### src/rtl/mem_space_pkg.sv
package mem_space_pkg;
  localparam int SPACE_N   = 6;
  localparam int WIN_IDX_W = 4;

  localparam int SP_DRAM = 0;
  localparam int SP_ROM0 = 1;
  localparam int SP_ROM1 = 2;
  localparam int SP_ROM2 = 3;
  localparam int SP_CARD = 4;
  localparam int SP_ISA  = 5;

  typedef enum logic [1:0] {
    WS_DRAM = 2'd0,
    WS_ROM0 = 2'd1,
    WS_ROM1 = 2'd2,
    WS_ROM2 = 2'd3
  } win_space_e;

  typedef struct packed {
    logic [SPACE_N-1:0]   sel;
    logic                 xlate;
    logic [WIN_IDX_W-1:0] win;
  } dec_strobe_t;
endpackage

### src/rtl/mem_space_cfg.sv
module mem_space_cfg
  import mem_space_pkg::*;
#(
  parameter int ADDR_W     = 26,
  parameter int PAGE_SH    = 14,
  parameter int DRAM_SH    = 20,
  parameter int NUM_WIN    = 4,
  parameter int CFG_DW     = 32,
  parameter int CFG_AW     = 4,
  parameter int BOOT_BASE  = 12'h3FC,
  parameter int BOOT_PAGES = 4
) (
  input  logic                             clk,
  input  logic                             rst,
  input  logic [1:0]                       romWidthStrap,
  input  logic                             remapStrap,
  input  logic                             cfgWe,
  input  logic [CFG_AW-1:0]                cfgAddr,
  input  logic [CFG_DW-1:0]                cfgWdata,
  output logic [ADDR_W-DRAM_SH:0]          dramSize,
  output logic [ADDR_W-PAGE_SH-1:0]        rom0Base,
  output logic [ADDR_W-PAGE_SH-1:0]        rom0Size,
  output logic                             ovlEn,
  output logic [ADDR_W-PAGE_SH-1:0]        ovlBase,
  output logic [ADDR_W-PAGE_SH-1:0]        ovlSize,
  output logic [NUM_WIN-1:0]               winEn,
  output logic [NUM_WIN-1:0][ADDR_W-PAGE_SH-1:0] winBase,
  output logic [NUM_WIN-1:0][ADDR_W-PAGE_SH-1:0] winSize,
  output logic [NUM_WIN-1:0][1:0]          winSpace,
  output logic [NUM_WIN-1:0][ADDR_W-PAGE_SH-1:0] winTarget,
  output logic                             remapOn,
  output logic [1:0]                       rom0Width
);
  localparam int PAGE_W    = ADDR_W - PAGE_SH;
  localparam int DSZ_W     = ADDR_W - DRAM_SH + 1;
  localparam int REMAP_BIT = DSZ_W + 1;
  localparam logic [CFG_AW-1:0] A_CTRL = CFG_AW'(0);
  localparam logic [CFG_AW-1:0] A_ROM0 = CFG_AW'(1);
  localparam logic [CFG_AW-1:0] A_OVL  = CFG_AW'(2);

  logic swRemap;
  logic strapRemap;

  always_ff @(posedge clk) begin
    if (rst) begin
      dramSize   <= '0;
      swRemap    <= 1'b0;
      rom0Base   <= PAGE_W'(BOOT_BASE);
      rom0Size   <= PAGE_W'(BOOT_PAGES);
      ovlEn      <= 1'b0;
      ovlBase    <= '0;
      ovlSize    <= '0;
      strapRemap <= remapStrap;
      rom0Width  <= romWidthStrap;
    end else if (cfgWe) begin
      case (cfgAddr)
        A_CTRL: begin
          dramSize <= cfgWdata[DSZ_W-1:0];
          swRemap  <= cfgWdata[REMAP_BIT];
        end
        A_ROM0: begin
          rom0Base <= cfgWdata[PAGE_W-1:0];
          rom0Size <= cfgWdata[2*PAGE_W-1:PAGE_W];
        end
        A_OVL: begin
          ovlBase <= cfgWdata[PAGE_W-1:0];
          ovlSize <= cfgWdata[2*PAGE_W-1:PAGE_W];
          ovlEn   <= cfgWdata[2*PAGE_W];
        end
        default: ;
      endcase
    end
  end

  assign remapOn = strapRemap | swRemap;

  for (genvar w = 0; w < NUM_WIN; w++) begin : g_winReg
    localparam logic [CFG_AW-1:0] A_SHAPE  = CFG_AW'(4 + 2*w);
    localparam logic [CFG_AW-1:0] A_TARGET = CFG_AW'(5 + 2*w);
    always_ff @(posedge clk) begin
      if (rst) begin
        winEn[w]     <= 1'b0;
        winBase[w]   <= '0;
        winSize[w]   <= '0;
        winSpace[w]  <= '0;
        winTarget[w] <= '0;
      end else if (cfgWe && cfgAddr == A_SHAPE) begin
        winBase[w]  <= cfgWdata[PAGE_W-1:0];
        winSize[w]  <= cfgWdata[2*PAGE_W-1:PAGE_W];
        winSpace[w] <= cfgWdata[2*PAGE_W+1:2*PAGE_W];
        winEn[w]    <= cfgWdata[CFG_DW-1];
      end else if (cfgWe && cfgAddr == A_TARGET) begin
        winTarget[w] <= cfgWdata[PAGE_W-1:0];
      end
    end
  end

  AST_WIDTH_STRAP_HELD: assert property (@(posedge clk) disable iff (rst)
    $stable(rom0Width));
endmodule

### src/rtl/mem_space_dp.sv
module mem_space_dp
  import mem_space_pkg::*;
#(
  parameter int ADDR_W  = 26,
  parameter int PAGE_SH = 14,
  parameter int DRAM_SH = 20,
  parameter int LOW_SH  = 24,
  parameter int NUM_WIN = 4
) (
  input  logic                             clk,
  input  logic                             rst,
  input  logic [ADDR_W-1:0]                cpuAddr,
  input  logic [ADDR_W-DRAM_SH:0]          dramSize,
  input  logic [ADDR_W-PAGE_SH-1:0]        rom0Base,
  input  logic [ADDR_W-PAGE_SH-1:0]        rom0Size,
  input  logic                             ovlEn,
  input  logic [ADDR_W-PAGE_SH-1:0]        ovlBase,
  input  logic [ADDR_W-PAGE_SH-1:0]        ovlSize,
  input  logic [NUM_WIN-1:0]               winEn,
  input  logic [NUM_WIN-1:0][ADDR_W-PAGE_SH-1:0] winBase,
  input  logic [NUM_WIN-1:0][ADDR_W-PAGE_SH-1:0] winSize,
  input  logic [NUM_WIN-1:0][ADDR_W-PAGE_SH-1:0] winTarget,
  input  dec_strobe_t                      strobe,
  output logic [NUM_WIN-1:0]               winHit,
  output logic                             ovlHit,
  output logic                             dramHit,
  output logic                             rom0Hit,
  output logic [ADDR_W-1:0]                devAddr
);
  localparam int PAGE_W    = ADDR_W - PAGE_SH;
  localparam int DSZ_W     = ADDR_W - DRAM_SH + 1;
  localparam int WIN_SEL_W = (NUM_WIN > 1) ? $clog2(NUM_WIN) : 1;

  logic [PAGE_W-1:0] curPage;
  logic [ADDR_W-1:0] xlAddr [NUM_WIN];

  assign curPage = cpuAddr[ADDR_W-1:PAGE_SH];

  function automatic logic inRange(input logic [PAGE_W-1:0] pg,
                                   input logic [PAGE_W-1:0] base,
                                   input logic [PAGE_W-1:0] size);
    logic [PAGE_W:0] limit;
    limit = {1'b0, base} + {1'b0, size};
    return ({1'b0, pg} >= {1'b0, base}) && ({1'b0, pg} < limit);
  endfunction

  for (genvar w = 0; w < NUM_WIN; w++) begin : g_win
    logic [PAGE_W-1:0] relPage;
    assign relPage   = curPage - winBase[w];
    assign winHit[w] = winEn[w] && inRange(curPage, winBase[w], winSize[w]);
    assign xlAddr[w] = {winTarget[w] + relPage, cpuAddr[PAGE_SH-1:0]};
  end

  assign ovlHit  = ovlEn && (cpuAddr[ADDR_W-1:LOW_SH] == '0)
                   && inRange(curPage, ovlBase, ovlSize);
  assign dramHit = {1'b0, cpuAddr[ADDR_W-1:DRAM_SH]} < dramSize[DSZ_W-1:0];
  assign rom0Hit = inRange(curPage, rom0Base, rom0Size);

  assign devAddr = strobe.xlate ? xlAddr[strobe.win[WIN_SEL_W-1:0]] : cpuAddr;

  AST_OVL_BELOW_LIMIT: assert property (@(posedge clk) disable iff (rst)
    ovlHit |-> (cpuAddr < (ADDR_W'(1) << LOW_SH)));
  AST_DIRECT_PASS: assert property (@(posedge clk) disable iff (rst)
    !strobe.xlate |-> devAddr == cpuAddr);
endmodule

### src/rtl/mem_space_ctrl.sv
module mem_space_ctrl
  import mem_space_pkg::*;
#(
  parameter int NUM_WIN = 4
) (
  input  logic                    clk,
  input  logic                    rst,
  input  logic                    addrValid,
  input  logic [NUM_WIN-1:0]      winHit,
  input  logic [NUM_WIN-1:0][1:0] winSpace,
  input  logic                    ovlHit,
  input  logic                    dramHit,
  input  logic                    rom0Hit,
  input  logic                    remapOn,
  output dec_strobe_t             strobe
);
  localparam int WIN_SEL_W = (NUM_WIN > 1) ? $clog2(NUM_WIN) : 1;

  logic                 anyWin;
  logic [WIN_IDX_W-1:0] firstWin;
  win_space_e           firstSpace;

  always_comb begin
    anyWin   = 1'b0;
    firstWin = '0;
    for (int i = NUM_WIN - 1; i >= 0; i--) begin
      if (winHit[i]) begin
        anyWin   = 1'b1;
        firstWin = WIN_IDX_W'(i);
      end
    end
    firstSpace = win_space_e'(winSpace[firstWin[WIN_SEL_W-1:0]]);
  end

  always_comb begin
    strobe = '0;
    if (addrValid) begin
      if (anyWin) begin
        strobe.xlate = 1'b1;
        strobe.win   = firstWin;
        case (firstSpace)
          WS_DRAM: strobe.sel[SP_DRAM] = 1'b1;
          WS_ROM0: strobe.sel[SP_ROM0] = 1'b1;
          WS_ROM1: strobe.sel[remapOn ? SP_CARD : SP_ROM1] = 1'b1;
          default: strobe.sel[remapOn ? SP_CARD : SP_ROM2] = 1'b1;
        endcase
      end else if (ovlHit) begin
        strobe.sel[SP_ISA] = 1'b1;
      end else if (dramHit) begin
        strobe.sel[SP_DRAM] = 1'b1;
      end else if (rom0Hit) begin
        strobe.sel[SP_ROM0] = 1'b1;
      end else begin
        strobe.sel[SP_ISA] = 1'b1;
      end
    end
  end

  AST_SEL_ONE_HOT: assert property (@(posedge clk) disable iff (rst)
    addrValid |-> $countones(strobe.sel) == 1);
  AST_SEL_IDLE: assert property (@(posedge clk) disable iff (rst)
    !addrValid |-> strobe.sel == '0);
  AST_REMAP_HIDES_ROM12: assert property (@(posedge clk) disable iff (rst)
    remapOn |-> !strobe.sel[SP_ROM1] && !strobe.sel[SP_ROM2]);
  AST_WIN_WINS: assert property (@(posedge clk) disable iff (rst)
    (addrValid && winHit != '0) |-> strobe.xlate && !strobe.sel[SP_ISA]);
endmodule

### src/rtl/mem_space_dec.sv
module mem_space_dec
  import mem_space_pkg::*;
#(
  parameter int ADDR_W     = 26,
  parameter int PAGE_SH    = 14,
  parameter int DRAM_SH    = 20,
  parameter int LOW_SH     = 24,
  parameter int NUM_WIN    = 4,
  parameter int CFG_DW     = 32,
  parameter int BOOT_BASE  = 12'h3FC,
  parameter int BOOT_PAGES = 4,
  localparam int CFG_AW    = $clog2(4 + 2*NUM_WIN)
) (
  input  logic                clk,
  input  logic                rst,
  input  logic [1:0]          romWidthStrap,
  input  logic                remapStrap,
  input  logic                cfgWe,
  input  logic [CFG_AW-1:0]   cfgAddr,
  input  logic [CFG_DW-1:0]   cfgWdata,
  input  logic                addrValid,
  input  logic [ADDR_W-1:0]   cpuAddr,
  output logic [SPACE_N-1:0]  spaceSel,
  output logic [ADDR_W-1:0]   devAddr,
  output logic [1:0]          rom0Width
);
  localparam int PAGE_W = ADDR_W - PAGE_SH;
  localparam int DSZ_W  = ADDR_W - DRAM_SH + 1;

  logic [DSZ_W-1:0]  dramSize;
  logic [PAGE_W-1:0] rom0Base, rom0Size, ovlBase, ovlSize;
  logic              ovlEn, remapOn;
  logic [NUM_WIN-1:0]             winEn, winHit;
  logic [NUM_WIN-1:0][PAGE_W-1:0] winBase, winSize, winTarget;
  logic [NUM_WIN-1:0][1:0]        winSpace;
  logic              ovlHit, dramHit, rom0Hit;
  dec_strobe_t       strobe;

  mem_space_cfg #(
    .ADDR_W(ADDR_W), .PAGE_SH(PAGE_SH), .DRAM_SH(DRAM_SH), .NUM_WIN(NUM_WIN),
    .CFG_DW(CFG_DW), .CFG_AW(CFG_AW), .BOOT_BASE(BOOT_BASE), .BOOT_PAGES(BOOT_PAGES)
  ) cfg_i (
    .clk(clk), .rst(rst), .romWidthStrap(romWidthStrap), .remapStrap(remapStrap),
    .cfgWe(cfgWe), .cfgAddr(cfgAddr), .cfgWdata(cfgWdata),
    .dramSize(dramSize), .rom0Base(rom0Base), .rom0Size(rom0Size),
    .ovlEn(ovlEn), .ovlBase(ovlBase), .ovlSize(ovlSize),
    .winEn(winEn), .winBase(winBase), .winSize(winSize), .winSpace(winSpace),
    .winTarget(winTarget), .remapOn(remapOn), .rom0Width(rom0Width)
  );

  mem_space_dp #(
    .ADDR_W(ADDR_W), .PAGE_SH(PAGE_SH), .DRAM_SH(DRAM_SH), .LOW_SH(LOW_SH),
    .NUM_WIN(NUM_WIN)
  ) dp_i (
    .clk(clk), .rst(rst), .cpuAddr(cpuAddr), .dramSize(dramSize),
    .rom0Base(rom0Base), .rom0Size(rom0Size),
    .ovlEn(ovlEn), .ovlBase(ovlBase), .ovlSize(ovlSize),
    .winEn(winEn), .winBase(winBase), .winSize(winSize), .winTarget(winTarget),
    .strobe(strobe), .winHit(winHit), .ovlHit(ovlHit), .dramHit(dramHit),
    .rom0Hit(rom0Hit), .devAddr(devAddr)
  );

  mem_space_ctrl #(.NUM_WIN(NUM_WIN)) ctrl_i (
    .clk(clk), .rst(rst), .addrValid(addrValid), .winHit(winHit),
    .winSpace(winSpace), .ovlHit(ovlHit), .dramHit(dramHit), .rom0Hit(rom0Hit),
    .remapOn(remapOn), .strobe(strobe)
  );

  assign spaceSel = strobe.sel;
endmodule

### config.mk
export PLATFORM = sky130hd
export DESIGN_NAME = mem_space_dec
export DESIGN_NICKNAME = d
export VERILOG_FILES = /design/src/rtl/mem_space_pkg.sv /design/src/rtl/mem_space_cfg.sv /design/src/rtl/mem_space_dp.sv /design/src/rtl/mem_space_ctrl.sv /design/src/rtl/mem_space_dec.sv
export SDC_FILE = /design/constraint.sdc
export NUM_CORES = 1
export LEC_CHECK = 0
export ABC_CLOCK_PERIOD_IN_PS = 6400
export CAP_MARGIN = 10
export CORE_UTILIZATION = 45
export CTS_CLUSTER_DIAMETER = 200
export DETAILED_ROUTE_END_ITERATION = 10
export PLACE_DENSITY = 0.62
export SYNTH_ARGS = -nofsm -noshare
export SYNTH_HDL_FRONTEND = slang
export SYNTH_SLANG_ARGS = --single-unit
### constraint.sdc
create_clock -name clk -period 6.4 [get_ports clk]
set_input_delay 1.28 -clock clk [delete_from_list [all_inputs] [get_ports clk]]
set_output_delay 1.28 -clock clk [all_outputs]
set_load 0.05 [all_outputs]
=== Word-level counts from Yosys, hierarchy flattened ===
Index checks and enable logic that the tools add are counted.

* Add/sub/neg operators: 14
* $lt $le $gt $ge: 19
* Equal/unequal tests: 12
* Multiplexer cells: 35
* Bitwise gates (word level): 6
* Reduce and logical (&&, ||, !) cells: 33

{| class="wikitable"
|+ Operators by type and width
! operator !! number
|-
| $add A12 B12 Y13 || 6
|-
| $lt A12 B13 Y1 || 6
|-
| $mux W26 || 3
|-
| $ge A12 B12 Y1 || 6
|-
| $ge A32 B1 Y1 const B || 2
|-
| $lt A32 B5 Y1 const B || 2
|-
| $bmux W26 S2 || 1
|-
| $add A12 B12 Y12 || 4
|-
| $sub A12 B12 Y12 || 4
|-
| $logic_and A1 B1 Y1 || 22
|-
| $eq A4 B3 Y1 const B || 4
|-
| $eq A4 B4 Y1 const B || 4
|-
| $reduce_and A2 Y1 || 7
|-
| $mux W1 || 13
|-
| $mux W4 || 3
|-
| $mux W11 || 1
|-
| $mux W3 || 3
|-
| $mux W2 || 4
|-
| $pmux W4 S2 || 1
|-
| $lt A6 B7 Y1 || 1
|-
| $demux W1 S3 || 2
|-
| $pmux W1 S3 || 2
|-
| $mux W5 || 1
|-
| $bmux W2 S2 || 1
|-
| other kinds (12) || 16
|}

* Flip-flop bits (word level): 216
* Output and inout port bits: 34
* Word-level logic and storage cells: 148

=== Depth between registers and ports, before layout ===
* Depth after elaboration: 20
* Mapped depth: 23

=== By module ===
From an unflattened synthesis, not the netlist that was laid out.

* Cell total of the unflattened synthesis: 2070
* Area total of the unflattened synthesis: 18491.5 µm²

{| class="wikitable"
|+ Modules (own cells, without submodules)
! module !! instances !! cells each !! area an instance (µm²)
|-
| mem_space_dp || 1 || 1272 || 9841.9
|-
| mem_space_cfg || 1 || 759 || 8394.3
|-
| mem_space_ctrl || 1 || 39 || 255.2
|}

=== Worst setup path after synthesis ===
Ideal clock, no wire load.

* Path kind: flip-flop to output port
* Start: register cfg_i.winBase[13] in the netlist's numbering
* End: output port spaceSel[3]
* Arrival: 5911 ps
* Data required time: 5120 ps
* Slack: -791 ps
* Cell stages (with the launch flop): 23
* Buffers on the path: 0
* Cell sequence: dfxtp_1 -> ha_1 -> a21o_1 -> a21oi_1 -> o21bai_1 -> a21oi_1 -> nor2b_1 -> o21a_1 -> o21ai_0 -> a21boi_0 -> o41ai_1 -> xor2_1 -> ha_1 -> a21oi_1 -> nand2_1 -> a2111oi_0 -> a211oi_1 -> nand4b_1 -> and2b_1 -> nor3b_1 -> a211o_1 -> or2_1 -> nor4b_1

* Word-level cells in the longest chain between the ends: 13
* Elaborated cells between the ends (all ways): 18
* Those cells by class: 1 x add/sub; 2 x order compare; 2 x eq/ne; 9 x mux; 4 x reduce/logical

{| class="wikitable"
|+ Ends and longest elaborated chain
! item !! RTL line !! RTL
|-
| from (decl) || mem_space_cfg.sv:27 || <nowiki>output logic [NUM_WIN-1:0][ADDR_W-PAGE_SH-1:0] winBase,</nowiki>
|-
| from (signal, indexed assignment) || mem_space_cfg.sv:88 || <nowiki>winBase[w] <= cfgWdata[PAGE_W-1:0];</nowiki>
|-
| $add A12 B12 Y13 || mem_space_dp.sv:43 || <nowiki>limit = {1'b0, base} + {1'b0, size};</nowiki>
|-
| $lt A12 B13 Y1 || mem_space_dp.sv:44 || <nowiki>return ({1'b0, pg} >= {1'b0, base}) && ({1'b0, pg} < limit);</nowiki>
|-
| $logic_and A1 B1 Y1 * || mem_space_dp.sv:44 ||
|-
| $logic_and A1 B1 Y1 * || mem_space_dp.sv:50 || <nowiki>assign winHit[w] = winEn[w] && inRange(curPage, winBase[w], winSize[w]);</nowiki>
|-
| $mux W4 (2 in series) || mem_space_ctrl.sv:27 || <nowiki>if (winHit[i]) begin</nowiki>
|-
| $bmux W2 S2 || mem_space_ctrl.sv:32 || <nowiki>firstSpace = win_space_e'(winSpace[firstWin[WIN_SEL_W-1:0]]);</nowiki>
|-
| $mux W2 (not written as such) || mem_space_ctrl.sv:32 ||
|-
| $eq A2 B1 Y1 / $logic_not A2 Y1 (equally long branches) || mem_space_ctrl.sv:41 || <nowiki>case (firstSpace)</nowiki>
|-
| $reduce_or A2 Y1 (no source line) || n/a ||
|-
| $pmux W4 S2 || mem_space_ctrl.sv:41 ||
|-
| $mux W3 * || mem_space_ctrl.sv:38 || <nowiki>if (anyWin) begin</nowiki>
|-
| $mux W11 * || mem_space_ctrl.sv:37 || <nowiki>if (addrValid) begin</nowiki>
|-
| to (decl) || mem_space_dec.sv:23 || <nowiki>output logic [SPACE_N-1:0] spaceSel,</nowiki>
|}

Mark *: on every way between the ends. The rest lies on a longest branch, timed or not. The select of a mux whose other input is x is not followed.

=== Worst setup path after layout ===
* Start: register cfg_i.winSize[13] in the netlist's numbering
* End: output port spaceSel[3]

* Word-level cells in the longest chain between the ends: 13
* Elaborated cells between the ends (all ways): 17
* Those cells by class: 1 x add/sub; 1 x order compare; 2 x eq/ne; 9 x mux; 4 x reduce/logical

{| class="wikitable"
|+ Ends and longest elaborated chain
! item !! RTL line !! RTL
|-
| from (decl) || mem_space_cfg.sv:28 || <nowiki>output logic [NUM_WIN-1:0][ADDR_W-PAGE_SH-1:0] winSize,</nowiki>
|-
| from (signal, indexed assignment) || mem_space_cfg.sv:89 || <nowiki>winSize[w] <= cfgWdata[2*PAGE_W-1:PAGE_W];</nowiki>
|-
| $add A12 B12 Y13 * || mem_space_dp.sv:43 ||
|-
| $lt A12 B13 Y1 * || mem_space_dp.sv:44 ||
|-
| $logic_and A1 B1 Y1 * || mem_space_dp.sv:44 ||
|-
| $logic_and A1 B1 Y1 * || mem_space_dp.sv:50 ||
|-
| $mux W4 (2 in series) || mem_space_ctrl.sv:27 ||
|-
| $bmux W2 S2 || mem_space_ctrl.sv:32 ||
|-
| $mux W2 (not written as such) || mem_space_ctrl.sv:32 ||
|-
| $eq A2 B1 Y1 / $logic_not A2 Y1 (equally long branches) || mem_space_ctrl.sv:41 ||
|-
| $reduce_or A2 Y1 (no source line) || n/a ||
|-
| $pmux W4 S2 || mem_space_ctrl.sv:41 ||
|-
| $mux W3 * || mem_space_ctrl.sv:38 ||
|-
| $mux W11 * || mem_space_ctrl.sv:37 ||
|}

Marks and branches as above.

==> impl_metrics.yaml <==
pwr:
  swShare_pct: 29.8
  leakagePower_nw: 8.87
  p_int_mw: 2.79
  ir_drop_v: 0.000183
  p_seq_share_pct: 34.8
  p_per_area_mw_per_mm2: 187
  p_sw_mw: 1.18
  power_frac_comb_pct: 21.6
  clkPwrFrac_pct: 43.6
route:
  wirelength_um: 56700
  drtAntennaViolNets: 0
  avgViaCountPerCell: 5.47
  num_vias: 15700
  dr.pass1.iters: 8
  post-route-drc-count: 0
  wl_per_cell_um: 19.8
  drt_first_iter_violations: 1065
clock_tree:
  clk_pin_slew_ps: 60
  clk_path_buf_depth: 3
  hold_buffers: 0
  cts_tree: "built"
  cts.sinks: 216
  clockRootBuffer: "clkbuf_16"
  cts_buffers: 28
  h-tree-depth: 1
  clk_latency_ps: 570
yosys:
  syn_avg_cell_area_um2: 7.97
  synth_seq_cells: 216
  synthCells: 2194
  synth_edf_count: 3
  syn-num-nets: 2576
  syn_area_mm2: 0.0175
  synthFlopType: "dfxtp_1"
  yosysWarnings: 0
  synth_cell_type_count: 72
  async_reset_ff_share_pct: 0
  seq_area_frac_synth_pct: 24.9
hold_path:
  worst_hold_startpoint: "cfg_i.winSpace[5]$_SDFFE_PP0P_"
  hp-class: "flip-flop to flip-flop"
worst_setup_path:
  worstPathRequired_ps: 5120
  cpMaxStageDelayCell: "dfxtp_2"
  cp-end-kind: "output port"
  cp_num_buf_inv: 3
  regToRegStartpoint: "cfg_i.winBase[32]$_SDFFE_PP0P_"
  worstPathMaxFanout: 3
  cpPeakStageDelay_ps: 330
  start_kind: "flip-flop"
  cp_top_family: "compound AO/OA/AOI/OAI gates"
  crit_type: "flip-flop to output port"
  setup.worst_path.start: "cfg_i.winSize[13]$_SDFFE_PP0P_"
  critPathArrivalTime_ps: 5510
global_route:
  grt_antenna_before_repair: 2
  gr-usage-all-layers_pct: 28.9
  grt_pass1_vias: 15200
  grt_pass1_wl_um: 85800
  overflow: 0
  grt_max_degree: 113
floorplanning:
  die_height_um: 199
  dieArea_mm2: 0.0397
  dieWidth_um: 199
  fp.coreArea_mm2: 0.0379
  ios: 103
  start_util_pct: 46.1
  rows: 71
final_layout:
  area_growth_pct: 21.6
  diodes: 0
  nNetsFinal: 2716
  drive_above_1_share_pct: 12.7
placement:
  portBuffers: 69
  dp_slack_ps: -220
  hpwl_um: 40900
  place.gp.congestion: 0.896
sta:
  hold_ws_ps: 455
  maxSlewViolCount: 0
  hold_violations: 0
  worst_pin_slew_ps: 1250
  max_slew_margin_pct: 16.5
  finalClockSkew_ps: 0
  rsz0062_at_grt: "true"
  max_freq_mhz: 147
  period_needed_ps: 6790
  setup_slack_ps: -393
  setup_viol: 17
  finalCritPeriodShare_pct: 106
flow_run:
  drv_cap: 0
outcome:
  violations: "setup timing"
  status: "finished with violations"
==> per-layer routing <==
layer / wire [um] / vias up / global-route usage, % / share of wire (%)
li1: - / 7692 / - / -
met1: 24900 / 7411 / 37.5 / 44
met2: 25600 / 457 / 47.3 / 45
met3: 3740 / 113 / 5.06 / 6.6
met4: 2480 / 0 / 11.3 / 4.4
met5: 0 / - / 0 / 0
==> path summary, 6_finish.rpt <==
| check | to | slack, ps | cells past startpoint |
|---|---|---|---|
| worst max-delay path | spaceSel[3] | -390 | 25 |
| worst min-delay path | cfg_i.winSpace[5]$_SDFFE_PP0P_ | 460 | 2 |
| worst max register to register | cfg_i.winBase[32]$_SDFFE_PP0P_ | 5570 | 2 |
| worst min register to register | cfg_i.winSpace[5]$_SDFFE_PP0P_ | 460 | 2 |
==> power by group through the flow <==
stage	Sequential, mW	Combinational [mW]	Clock (mW)
global placement	1.41	0.802	0
finish	1.38	0.857	1.73
CTS	1.38	0.838	1.75
detailed placement	1.41	0.817	0
global route	1.38	0.939	1.81
floorplan	1.41	0.518	0
==> layout make-up <==
type,count,area (um^2)
Multi-Input combinational cell,1629,12200
Fill cell,3528,16700
Timing Repair Buffer,202,2090
Inverter,257,965
Tap cell,511,639
Clock buffer,37,785
Clock inverter,15,224
Sequential cell,216,4360
==> flip-flops by register name, summed over array words and instances (netlist names) <==
| signal | flops |
|---|---|
| cfg_i.winEn | 4 |
| cfg_i.winBase | 48 |
| cfg_i.winSpace | 8 |
| cfg_i.ovlEn | 1 |
| cfg_i.swRemap | 1 |
| cfg_i.strapRemap | 1 |
| cfg_i.ovlSize | 12 |
| cfg_i.winTarget | 48 |
| cfg_i.ovlBase | 12 |
| cfg_i.dramSize | 7 |
| cfg_i.rom0Width | 2 |
| cfg_i.rom0Size | 12 |
| cfg_i.winSize | 48 |
| cfg_i.rom0Base | 12 |
==> synthesized netlist by cell type (all sizes together) (6+ instances only) <==
cell      n  area (um^2)
ha      263         3290
nor2    135          507
dfxtp   213         4260
nand3    16         80.1
clkbuf   70          263
buf      22          146
nand2   355         1330
or3      11         68.8
o21a     21          158
o21ai    73          365
and3      6         37.5
nor4      6         37.5
nand2b   29          181
a211oi   17          140
o211ai   13         97.6
xor2     42          368
a22oi     7         52.6
nand3b   12         90.1
o21bai   14          105
xnor2    57          499
a21oi   242         1210
mux2i    74          741
nor3     28          140
a21o     32          240
or2       7         43.8
nor2b    20          125
nand4    11         68.8
fa       50         1000
inv     257          965
a21boi   12         90.1
==> cells by family (layout without fill, tap and decap cells) <==
kind of cell               after synthesis  count (layout)  share of synthesized area (%)
and+or+nand+nor                        654             654                           16.3
AOI/OAI and AO/OA                      487             487                           17.1
buffers and inverters                  349             511                           7.85
adders and majority gates              313             313                           24.5
DFF                                    216             216                           24.9
xor gates and xnor gates                99              99                           4.96
muxes                                   76              76                           4.36
==> per-stage QoR <==
step	instance area [um^2]	setup TNS, ps	util (%)	std cells	power, mW
floorplan	17500	-232	-	2194	1.93
global placement	19600	-653	51.6	2796	2.21
detailed placement	19600	-1130	51.6	2796	2.23
CTS	21000	-4600	55.3	2859	3.97
global route	21300	-7610	56.1	2867	4.13
finish	21300	-4650	56.1	2867	3.97
==> cell usage in the layout (no fill, tap or decap), drive strengths merged, types with 29 or more instances in the layout <==
cell type      instances
ha                   263
xor2                  42
o21ai                 73
xnor2                 57
inv                  258
buf                  151
a21oi                242
nand2                355
nor2                 135
a21o                  32
fa                    50
nand2b                29
mux2i                 74
clkbuf                38
clkdlybuf4s50         50
dfxtp                213
==> worst reg2reg max path, delay by kind of cell, from the launching register on <==
family | cells | cell delay [ps]
DFF | 1 | 500
AOI/OAI and AO/OA | 1 | 180
and+or+nand+nor | 1 | 80
==> repair_timing <==
item	4_1_cts	5_1_grt
cloned	3	0
buffers inserted	9	10
setup endpoints to repair	17	18
pin swaps	40	43
gates resized for setup	63	63
(Power assumes the default switching activity.)
